===== config.mk =====
export PLATFORM = sky130hd
export DESIGN_NAME = pstate_ctrl
export DESIGN_NICKNAME = d
export VERILOG_FILES = /design/src/rtl/pstate_pkg.sv /design/src/rtl/pstate_pick.sv /design/src/rtl/pstate_next.sv /design/src/rtl/pstate_ctrl.sv
export SDC_FILE = /design/constraint.sdc
export NUM_CORES = 1
export LEC_CHECK = 0
export BUFFER_PORTS_ARGS = -buffer_cell sky130_fd_sc_hd__buf_2
export CELL_PAD_IN_SITES_DETAIL_PLACEMENT = 0
export CELL_PAD_IN_SITES_GLOBAL_PLACEMENT = 1
export CORE_MARGIN = 8
export CORE_UTILIZATION = 33
export DETAILED_ROUTE_END_ITERATION = 8
export PLACE_DENSITY_LB_ADDON = 0.1
export SETUP_SLACK_MARGIN = 0.15
export SLEW_MARGIN = 15
export SYNTH_ARGS = -nofsm -noshare
export SYNTH_HDL_FRONTEND = slang
export SYNTH_SLANG_ARGS = --single-unit

===== constraint.sdc =====
create_clock -name clk -period 1.8 [get_ports clk]
set_input_delay 0.36 -clock clk [delete_from_list [all_inputs] [get_ports clk]]
set_output_delay 0.36 -clock clk [all_outputs]
set_load 0.1 [all_outputs]

===== src/rtl/pstate_pkg.sv =====
package pstate_pkg;

   localparam int unsigned N_STATES = 5;

   typedef enum logic [2:0] {
      PS_RST  = 3'd0,
      PS_EXC  = 3'd1,
      PS_RUN  = 3'd2,
      PS_BREL = 3'd3,
      PS_STOP = 3'd4
   } pstate_e;

   // exception source numbering; exception lines start at SRC_FIRST_EXC
   localparam int unsigned SRC_RESET     = 1;
   localparam int unsigned SRC_FIRST_EXC = 2;
   localparam int unsigned N_EXC_LINES   = 3;

endpackage


===== src/rtl/pstate_pick.sv =====
module pstate_pick #(
   parameter int unsigned N_SRC     = 3,
   parameter int unsigned CODE_W    = 3,
   parameter int unsigned CODE_BASE = 2
) (
   input  logic [N_SRC-1:0]  req,
   output logic              valid,
   output logic [CODE_W-1:0] code
);

   if (CODE_BASE + N_SRC > (1 << CODE_W)) begin : g_range_bad
      $error("pstate_pick: CODE_W too narrow for the source codes");
   end

   // index 0 wins: scan from the lowest priority up so the last hit stands
   always_comb begin
      valid = |req;
      code  = '0;
      for (int i = N_SRC - 1; i >= 0; i--) begin
         if (req[i]) code = CODE_W'(CODE_BASE + i);
      end
   end

endmodule


===== src/rtl/pstate_next.sv =====
module pstate_next
   import pstate_pkg::*;
#(
   parameter int unsigned CODE_W = 3
) (
   input  pstate_e           cur,
   input  logic              stby_q,
   input  logic              wdt,
   input  logic              exc_v,
   input  logic [CODE_W-1:0] exc_code,
   input  logic              irq_ok,
   input  logic              breq,
   input  logic              ibnd,
   input  logic              slp,
   input  logic              stby,
   input  logic              ack,
   output pstate_e           nxt,
   output logic              src_ld,
   output logic [CODE_W-1:0] nsrc,
   output logic              nstby
);

   localparam logic [CODE_W-1:0] RST_CODE = CODE_W'(SRC_RESET);
   localparam logic [CODE_W-1:0] IRQ_CODE = CODE_W'(SRC_FIRST_EXC + N_EXC_LINES - 1);

   always_comb begin
      nxt    = cur;
      src_ld = 1'b0;
      nsrc   = exc_code;
      nstby  = stby_q;
      case (cur)
         PS_RST: begin
            nxt    = PS_EXC;
            src_ld = 1'b1;
            nsrc   = RST_CODE;
            nstby  = 1'b0;
         end
         PS_EXC: begin
            if (ack) nxt = PS_RUN;
         end
         PS_RUN: begin
            if (exc_v) begin
               nxt    = PS_EXC;
               src_ld = 1'b1;
            end else if (breq && ibnd) begin
               nxt = PS_BREL;
            end else if (slp || stby) begin
               nxt   = PS_STOP;
               nstby = stby;
            end
         end
         PS_BREL: begin
            if (!breq) nxt = PS_RUN;
         end
         PS_STOP: begin
            if (stby_q) begin
               if (!stby) nxt = PS_RST;
            end else if (stby) begin
               nstby = 1'b1;
            end else if (irq_ok) begin
               nxt    = PS_EXC;
               src_ld = 1'b1;
               nsrc   = IRQ_CODE;
            end
         end
         default: nxt = PS_RST;
      endcase
      if (wdt) begin
         nxt    = PS_RST;
         src_ld = 1'b0;
         nstby  = 1'b0;
      end
   end

endmodule


===== src/rtl/pstate_ctrl.sv =====
module pstate_ctrl
   import pstate_pkg::*;
#(
   parameter int unsigned CODE_W     = 3,
   parameter bit          ONEHOT_REG = 1'b0
) (
   input  logic                clk,
   input  logic                res_n,
   input  logic                wdt_ovf,
   input  logic                trap_req,
   input  logic                trace_req,
   input  logic                irq_req,
   input  logic                bus_req,
   input  logic                insn_bnd,
   input  logic                sleep_stb,
   input  logic                hw_stby,
   input  logic                vec_ack,
   output logic                vec_req,
   output logic [CODE_W-1:0]   vec_src,
   output logic                bus_grant,
   output logic                core_halt,
   output logic                irq_mask,
   output logic [N_STATES-1:0] state_oh
);

   localparam logic [CODE_W-1:0] RST_CODE = CODE_W'(SRC_RESET);

   if (CODE_W < 3) begin : g_width_bad
      $error("pstate_ctrl: CODE_W must be at least 3");
   end

   pstate_e           state_q, nxt;
   logic [CODE_W-1:0] src_q, nsrc, exc_code;
   logic              stby_q, nstby, src_ld, exc_v, mask_q, irq_ok;

   assign irq_ok = irq_req & ~mask_q;

   pstate_pick #(
      .N_SRC    (N_EXC_LINES),
      .CODE_W   (CODE_W),
      .CODE_BASE(SRC_FIRST_EXC)
   ) u_pick (
      .req  ({irq_ok, trace_req, trap_req}),
      .valid(exc_v),
      .code (exc_code)
   );

   pstate_next #(.CODE_W(CODE_W)) u_next (
      .cur     (state_q),
      .stby_q  (stby_q),
      .wdt     (wdt_ovf),
      .exc_v   (exc_v),
      .exc_code(exc_code),
      .irq_ok  (irq_ok),
      .breq    (bus_req),
      .ibnd    (insn_bnd),
      .slp     (sleep_stb),
      .stby    (hw_stby),
      .ack     (vec_ack),
      .nxt     (nxt),
      .src_ld  (src_ld),
      .nsrc    (nsrc),
      .nstby   (nstby)
   );

   always_ff @(posedge clk or negedge res_n) begin
      if (!res_n) begin
         state_q <= PS_RST;
         src_q   <= RST_CODE;
         stby_q  <= 1'b0;
         mask_q  <= 1'b1;
      end else begin
         state_q <= nxt;
         stby_q  <= nstby;
         if (src_ld) src_q <= nsrc;
         if (nxt == PS_RST)
            mask_q <= 1'b1;
         else if (state_q == PS_EXC && vec_ack && src_q == RST_CODE)
            mask_q <= 1'b0;
      end
   end

   assign vec_req   = (state_q == PS_EXC);
   assign vec_src   = src_q;
   assign bus_grant = (state_q == PS_BREL);
   assign core_halt = (state_q != PS_RUN);
   assign irq_mask  = mask_q;

   for (genvar k = 0; k < N_STATES; k++) begin : g_bit
      if (ONEHOT_REG) begin : g_ff
         logic oh_q;
         always_ff @(posedge clk or negedge res_n) begin
            if (!res_n) oh_q <= (k == 0);
            else        oh_q <= (nxt == pstate_e'(3'(k)));
         end
         assign state_oh[k] = oh_q;
      end else begin : g_dec
         assign state_oh[k] = (state_q == pstate_e'(3'(k)));
      end
   end

endmodule


# Word level (Yosys, flattened, before mapping)
# Index checks and enable logic that the tools add are counted.
dict set report totals {
  memories 0
  mem_bits_rw 0
  word_cells 58
  ff_bits 8
  input_bits 11
  rom_bits 0
  latch_bits 0
}
dict set report op_classes {
  bitwise_logic 2
  eq_ne 9
  addsub 0
  magnitude_cmp 0
  n_reduce_logical 10
  shift 0
  div_mod_pow 0
  multipliers 0
  mux 33
}
# op count
set ops {}
lappend ops {{$mux W3} 16}
lappend ops {{$pmux W3 S5} 1}
lappend ops {{$mux W1} 13}
lappend ops {{$eq A3 B1 Y1 const B} 2}
lappend ops {{$eq A3 B2 Y1 const B} 2}
lappend ops {{$logic_not A3 Y1} 2}
lappend ops {{$ne A3 B2 Y1 const B} 2}
lappend ops {{$ne A3 B3 Y1 const B} 2}
lappend ops {{$pmux W1 S3} 2}
lappend ops {{$pmux W3 S2} 1}
lappend ops {{$reduce_and A4 Y1} 1}
lappend ops {{$reduce_bool A4 Y1} 1}
lappend ops {{$eq A3 B3 Y1 const B} 1}
lappend ops {{$logic_and A1 B1 Y1} 3}
lappend ops {{$reduce_or A3 Y1} 1}
lappend ops {{$reduce_bool A2 Y1} 1}
lappend ops {{$and A1 B1 Y1} 1}
lappend ops {{$logic_or A1 B1 Y1} 1}
lappend ops {{$not A1 Y1} 1}

# Logic depth before layout (Yosys ltp)
# Gate-level depths: netlist of the first run.
dict set report depth {
  depth_word 9
  ltp_mapped 5
  depth_no_buf 4
}

# Hierarchy
# Synthesis of the first run repeated with hierarchy kept, for this count alone.
dict set report unflattened {
  hier_cells 63
  area_unflattened_um2 566.8
}
# mod area_per_inst_um2 seq_area_each_um2 cells_per_inst instances
set modules_own_cells {}
lappend modules_own_cells {pstate_ctrl 331.6 202.7 24 1}
lappend modules_own_cells {pstate_next 209.0 0.0 35 1}
lappend modules_own_cells {pstate_pick 26.3 0.0 4 1}

# Worst setup path after synthesis of the first run
# OpenSTA, ideal clock, no wires.
dict set report synth_timing {
  path_kind {flip-flop to output port}
  startpoint {register state_q[0]}
  endpoint {output port core_halt}
  stages_incl_launch_ff 4
  n_path_buf 1
  required_ps 1440
  slack_ps -2761
  arrival_time_ps 4201
  path_cell_list {dfrtp_1 -> clkbuf_1 -> nor3b_1 -> inv_1}
}
dict set report synth_between {
  elab_chain_len 1
}
# element line_no
set synth_lines {}
lappend synth_lines {{from (decl)} pstate_ctrl.sv:32} ;# pstate_e state_q, nxt;
lappend synth_lines {{from (signal assigned)} pstate_ctrl.sv:73} ;# state_q <= nxt;
lappend synth_lines {{$ne A3 B2 Y1} pstate_ctrl.sv:86} ;# assign core_halt = (state_q != PS_RUN);
lappend synth_lines {{to (decl)} pstate_ctrl.sv:21} ;# output logic core_halt,
# No other way between the ends.

# Worst setup path after layout of the first run
dict set report layout_timing {
  startpoint {register state_q[1]}
  endpoint {output port state_oh[4]}
}
dict set report layout_between {
  elab_chain_len 1
}
# element line_no
set layout_lines {}
lappend layout_lines {{$eq A3 B3 Y1} pstate_ctrl.sv:98} ;# assign state_oh[k] = (state_q == pstate_e'(3'(k)));
lappend layout_lines {{to (decl)} pstate_ctrl.sv:23} ;# output logic [N_STATES-1:0] state_oh
# No other way between the ends.

==> results of run 1 <==
-- layout by cell type, fill, tap and decap left out, types with 2 or more instances in the layout --
cell      instances
buf_2            13
buf_4            12
buf_12            8
a21oi_1           5
nor2_1            4
nor2b_1           4
nor3b_4           3
nand2b_1          3
inv_1             3
clkbuf_4          3
dfrtp_2           3
dfrtp_1           3
inv_2             2
nor3_4            2
o21ai_0           2
nand2_1           2
nand4_1           2
a41oi_1           2
mux2i_1           2
buf_6             2
-- stage by stage --
| step | cells | setup slack, ns | total power [mW] | setup TNS [ns] | area [µm²] |
|---|---|---|---|---|---|
| after floorplan | 70 | -0.6776 | 0.5139 | -3.823 | 705.7 |
| after global placement | 113 | 0.07383 | 0.5921 | 0 | 885.9 |
| after detailed placement | 113 | 0.05079 | 0.5913 | 0 | 885.9 |
| after CTS | 125 | 0.09204 | 0.7614 | 0 | 1012 |
| after global routing | 129 | 0.02436 | 0.8115 | 0 | 1084 |
| final | 129 | 0.06972 | 0.7716 | 0 | 1084 |
-- worst max-delay path: cells and delay by family (launching register included) --
kind,cells,cell delay (ns)
flip-flops,1,0.50
buffers and inverters,2,0.38
AND/OR/NAND/NOR,1,0.25
-- cells by family (layout without fill, tap and decap cells) --
group           after synthesis  count (layout)  share of synthesized area
compound gates               19              19                     0.2225
buf+inv                      12              46                    0.09147
flops                         8               8                     0.3368
mux                           3               3                    0.05821
simple gates                 28              28                     0.2910
-- power breakdown --
part,switching (mW),total (mW),internal [mW]
Sequential,0.0221,0.226,0.204
Combinational,0.276,0.407,0.132
Clock,0.0538,0.138,0.0843
Total,0.352,0.772,0.420
-- worst paths after layout --
kind / end / slack [ns] / startpoint / cells past startpoint
min in group asynchronous: vec_src[1] / 0.48 / res_n / 2
max reg2reg: vec_src[2] / 0.11 / irq_mask / 4
max: state_oh[4] / 0.07 / state_q[1] / 3
min reg2reg: vec_src[0] / 0.48 / vec_src[0] / 2
max in group asynchronous: vec_src[0] / 1.09 / res_n / 2
min: stby_q / 0.31 / wdt_ovf / 2
-- metal layers --
layer / global-route usage / routed length (µm)
met5: 0 / 0
met4: 0.07167 / 37
met3: 0.01957 / 71
met2: 0.1685 / 940
met1: 0.1222 / 785
-- final cells by class --
cell class / count / area [µm²]
Fill cell: 163 / 643.1
Multi-Input combinational cell: 50 / 442.9
Timing Repair Buffer: 36 / 347.8
Sequential cell: 8 / 210.2
Tap cell: 25 / 31.28
Clock buffer: 4 / 26.28
Inverter: 6 / 25.02
-- what timing repair did --
action / in CTS / in global routing
hold buffers: 1 / 0
resized for setup: 12 / 12
setup buffers: 7 / 4
endpoints found under the hold margin: 6 / 0
cloned: 0 / 0
pin swaps: 7 / 4
setup endpoints to repair: 12 / 13
-- sequential cells by signal, indices dropped and copies added (netlist names) --
name,flops
irq_mask,1
state_q,3
stby_q,1
vec_src,3
==> metrics.csv, run 1 <==
metric,value,unit
hpwlAfterDp,1291,µm
cpPeakStageDelay,0.50,ns
p_per_area,712.1,mW/mm²
antenna_found_initial,0,
setup_viol,0,
worstSetupStartpointType,flop,
place.gp.congestion,0.7772,
cts_made_buffers,3,
cpMaxStageDelayCell,dfrtp_2,
io-pin-count,23,
synth-seq-cells,8,
vias,661,
antenna-diode-count,0,
end_kind,output pin,
cp.required,1.44,ns
yosysTopAreaCell,dfrtp_1,
synth.cells.most_frequent,"dfrtp_1 (6), inv_1 (6), a21oi_1 (5), nor2b_1 (5)",
drc,0,
root_buffer,clkbuf_4,
dieArea,0.003446,mm²
clkLatencyLatePin,0.25,ns
final_util,0.6275,
synth_area_leaders,"dfrtp_1 (25%), dfstp_2 (8.7%), nor2b_1 (5.2%), a41oi_1 (4.4%), a21oi_1 (4.2%)",
initialDrtViolationCount,7,
io_buffers,22,
max_cap_viol_count,0,
critPathMaxFanout,7,
leakagePower,0.4670,nW
synth.yosys.seq_area_share,0.3368,
fin_crit_sh,0.9613,
finClkSkew,0.004606,ns
avgSynthCellArea,8.598,µm²
grt_usage,0.1045,
max_freq,577.9,MHz
yosysTopAreaCellShare,0.2495,
ys_warn_count,0,
hold-worst-slack,0.3078,ns
wire_per_inst,14.22,µm
timing.critical_path.cells,buf_6 -> nor3b_4 -> buf_12,
clkSlewWorstSetupHoldPaths,0.05,ns
synth_area,601.8,µm²
grt_pass1_wl,2801,µm
die_w,58.71,µm
core_area,0.001727,mm²
drv_slew,0,
layout-drive-gt1-share,0.5962,
status,completed,
synth_nets,81,
finalCriticalPeriod,1.730,ns
die-height,58.71,µm
h-tree-depth,1,
grt_max_degree,9,
firstDrtPassIters,4,
cts_num_sinks,8,
rows,15,
vias_per_cell,5.124,
overflow,0,
synth_edf_count,0,
hold_viol_final,0,
min_path_type,in -> reg,
grt_pass1_vias,636,
ant_nets,0,
initial_core_util,0.3486,
area_delta_synth_final,80.04,%
clock_path_buffers,2,
ys_types,31,
cp.arrival,1.37,ns
routed_wl,1835,µm
ys.flop_type,dfrtp_1,
rsz0062_at_grt,yes,
worstSetupPathType,reg -> out,
synth_async_sr_flop_share,1.000,
vdd_drop_max,497.9,µV
cts_tree,done,
slew_headroom,0.6784,
syn_inst,70,
num-nets-final,116,
worst_pin_slew,0.4857,ns
Power figures use the tool's default switching activity.
==> run 2: changes to the inputs <==
- CORE_UTILIZATION: 33 -> 36
- clock period: 1.8 -> 2 ns (I/O delays scaled with it)
==> metrics.csv, run 2 (same netlist as run 1, synthesis figures left out) <==
metric,value,unit
combPwrFrac,0.505,
root_buffer,clkbuf_4,
layout-drive-gt1-share,0.4792,
cp.required,1.60,ns
finClkSkew,0.01031,ns
clkLatencyLatePin,0.25,ns
min_path_type,in -> reg,
ant_nets,0,
initial_core_util,0.3904,
min_from,wdt_ovf,
vias,570,
worst_hold_path.endpoint,stby_q,
routed_wl,1525,µm
num-fill-cells,148,
leakagePower,0.3974,nW
die_w,56.89,µm
p_per_area,708.6,mW/mm²
drv_slew,0,
end_kind,output pin,
swShare,0.4588,
antenna-diode-count,0,
hold_viol_final,0,
wire_per_inst,13.62,µm
io-pin-count,23,
fin_tns_setup,0,ns
clock_path_buffers,2,
place.gp.congestion,0.7794,
setup_viol,0,
hold-worst-slack,0.3270,ns
pre_cts_slack,0.2211,ns
drc,0,
rsz0062_at_grt,yes,
r2r_slack,0.25,ns
initialDrtViolationCount,6,
worst_pin_slew,0.4862,ns
critPathMaxFanout,9,
grt_pass1_vias,602,
final_common_cell,buf_2,
min_path_cells,2,
vias_per_cell,5.089,
overflow,0,
grt_pass1_wl,2677,µm
worst_r2r_endpoint,vec_src[2],
setup_ws,0.1934,ns
internal-power,0.3598,mW
r2r-start,irq_mask,
slew_headroom,0.6781,
finalCriticalPeriod,1.807,ns
grt_use_met2,0.1597,
hpwlAfterDp,1236,µm
antenna_found_initial,0,
status,completed,
final_cell_mix,"buf_2 (14), buf_12 (7), inv_1 (6), buf_4 (6)",
dieArea,0.003236,mm²
die-height,56.89,µm
area_delta_synth_final,55.93,%
num-nets-final,108,
cts_made_buffers,3,
cts_num_sinks,8,
io_buffers,22,
r2r_cells,4,
power.share.sequential,0.304,
worstSetupPathType,reg -> out,
vdd_drop_max,678.4,µV
clkSlewWorstSetupHoldPaths,0.06,ns
busiest_layer,met2,
firstDrtPassIters,2,
cp.arrival,1.41,ns
grt_usage,0.1008,
power.clock.fraction,0.191,
max_freq,553.5,MHz
p_sw,0.3051,mW
grtUsageMet3,0.01798,
worstSetupStartpointType,flop,
grt_use_met1,0.1181,
core_area,0.001541,mm²
fin_crit_sh,0.9033,
h-tree-depth,1,
cts_tree,done,
grt_max_degree,15,
rows,14,
max_cap_viol_count,0,
## run 2: worst max path at each step
| stage | start | to | depth (start not counted) | slack, ns |
|---|---|---|---|---|
| 6_report | state_q[0] | state_oh[4] | 3 | 0.19 |
| 5_1_grt | state_q[2] | core_halt | 3 | 0.12 |
| 4_1_cts | state_q[1] | state_oh[3] | 3 | 0.16 |
| 3_5_place_dp | hw_stby | vec_src[2] | 5 | 0.22 |
| 3_3_place_gp | hw_stby | vec_src[2] | 5 | 0.23 |
| 2_1_floorplan | state_q[0] | core_halt | 3 | -0.53 |
## run 2: metrics by stage
stage / power [mW] / util / instance area [µm²] / std cells
4_1_cts: 0.6654 / 0.5893 / 908.4 / 108
3_3_place_gp: 0.5282 / 0.5584 / 860.8 / 103
2_1_floorplan: 0.4575 / - / 688.2 / 70
3_5_place_dp: 0.5280 / 0.5584 / 860.8 / 103
6_report: 0.6649 / 0.6088 / 938.4 / 112
5_1_grt: 0.7011 / 0.6088 / 938.4 / 112
## run 2: worst max-delay path, stage by stage (launching register included)
cell and delay, ns:
dfrtp_2 0.48, buf_4 0.17, nor3b_4 0.29, buf_12 0.21
## run 2: what timing repair did
| item | in CTS | in global routing |
|---|---|---|
| hold buffers | 1 | 0 |
| hold endpoints to repair | 6 | 0 |
| gates cloned | 0 | 0 |
| resized for setup | 4 | 0 |
| setup buffers | 0 | 4 |
| setup endpoints to repair | 6 | 6 |
| pin swaps | 0 | 1 |
## run 2: final cells by class
class / instances / area [µm²] / share of cell area
multi-input cells: 50 / 394.1 / 0.4200
repair buffers: 28 / 265.3 / 0.2827
flip-flops and latches: 8 / 210.2 / 0.2240
clock buffers: 4 / 26.28 / 0.02800
inverters: 6 / 22.52 / 0.02400
well taps: 16 / 20.02 / 0.02133
## run 2: per-layer routing
metal / wire length, µm / vias up
met4: 14 / 0
met2: 779 / 8
li1: - / 304
met5: 0 / -
met3: 55 / 2
met1: 674 / 256
## run 2: power by group through the flow
stage	combinational (mW)	clock, mW	sequential [mW]
after floorplan	0.175	0	0.283
after global placement	0.323	0	0.205
after detailed placement	0.323	0	0.205
after CTS	0.325	0.135	0.205
after global routing	0.354	0.142	0.205
final	0.336	0.127	0.202
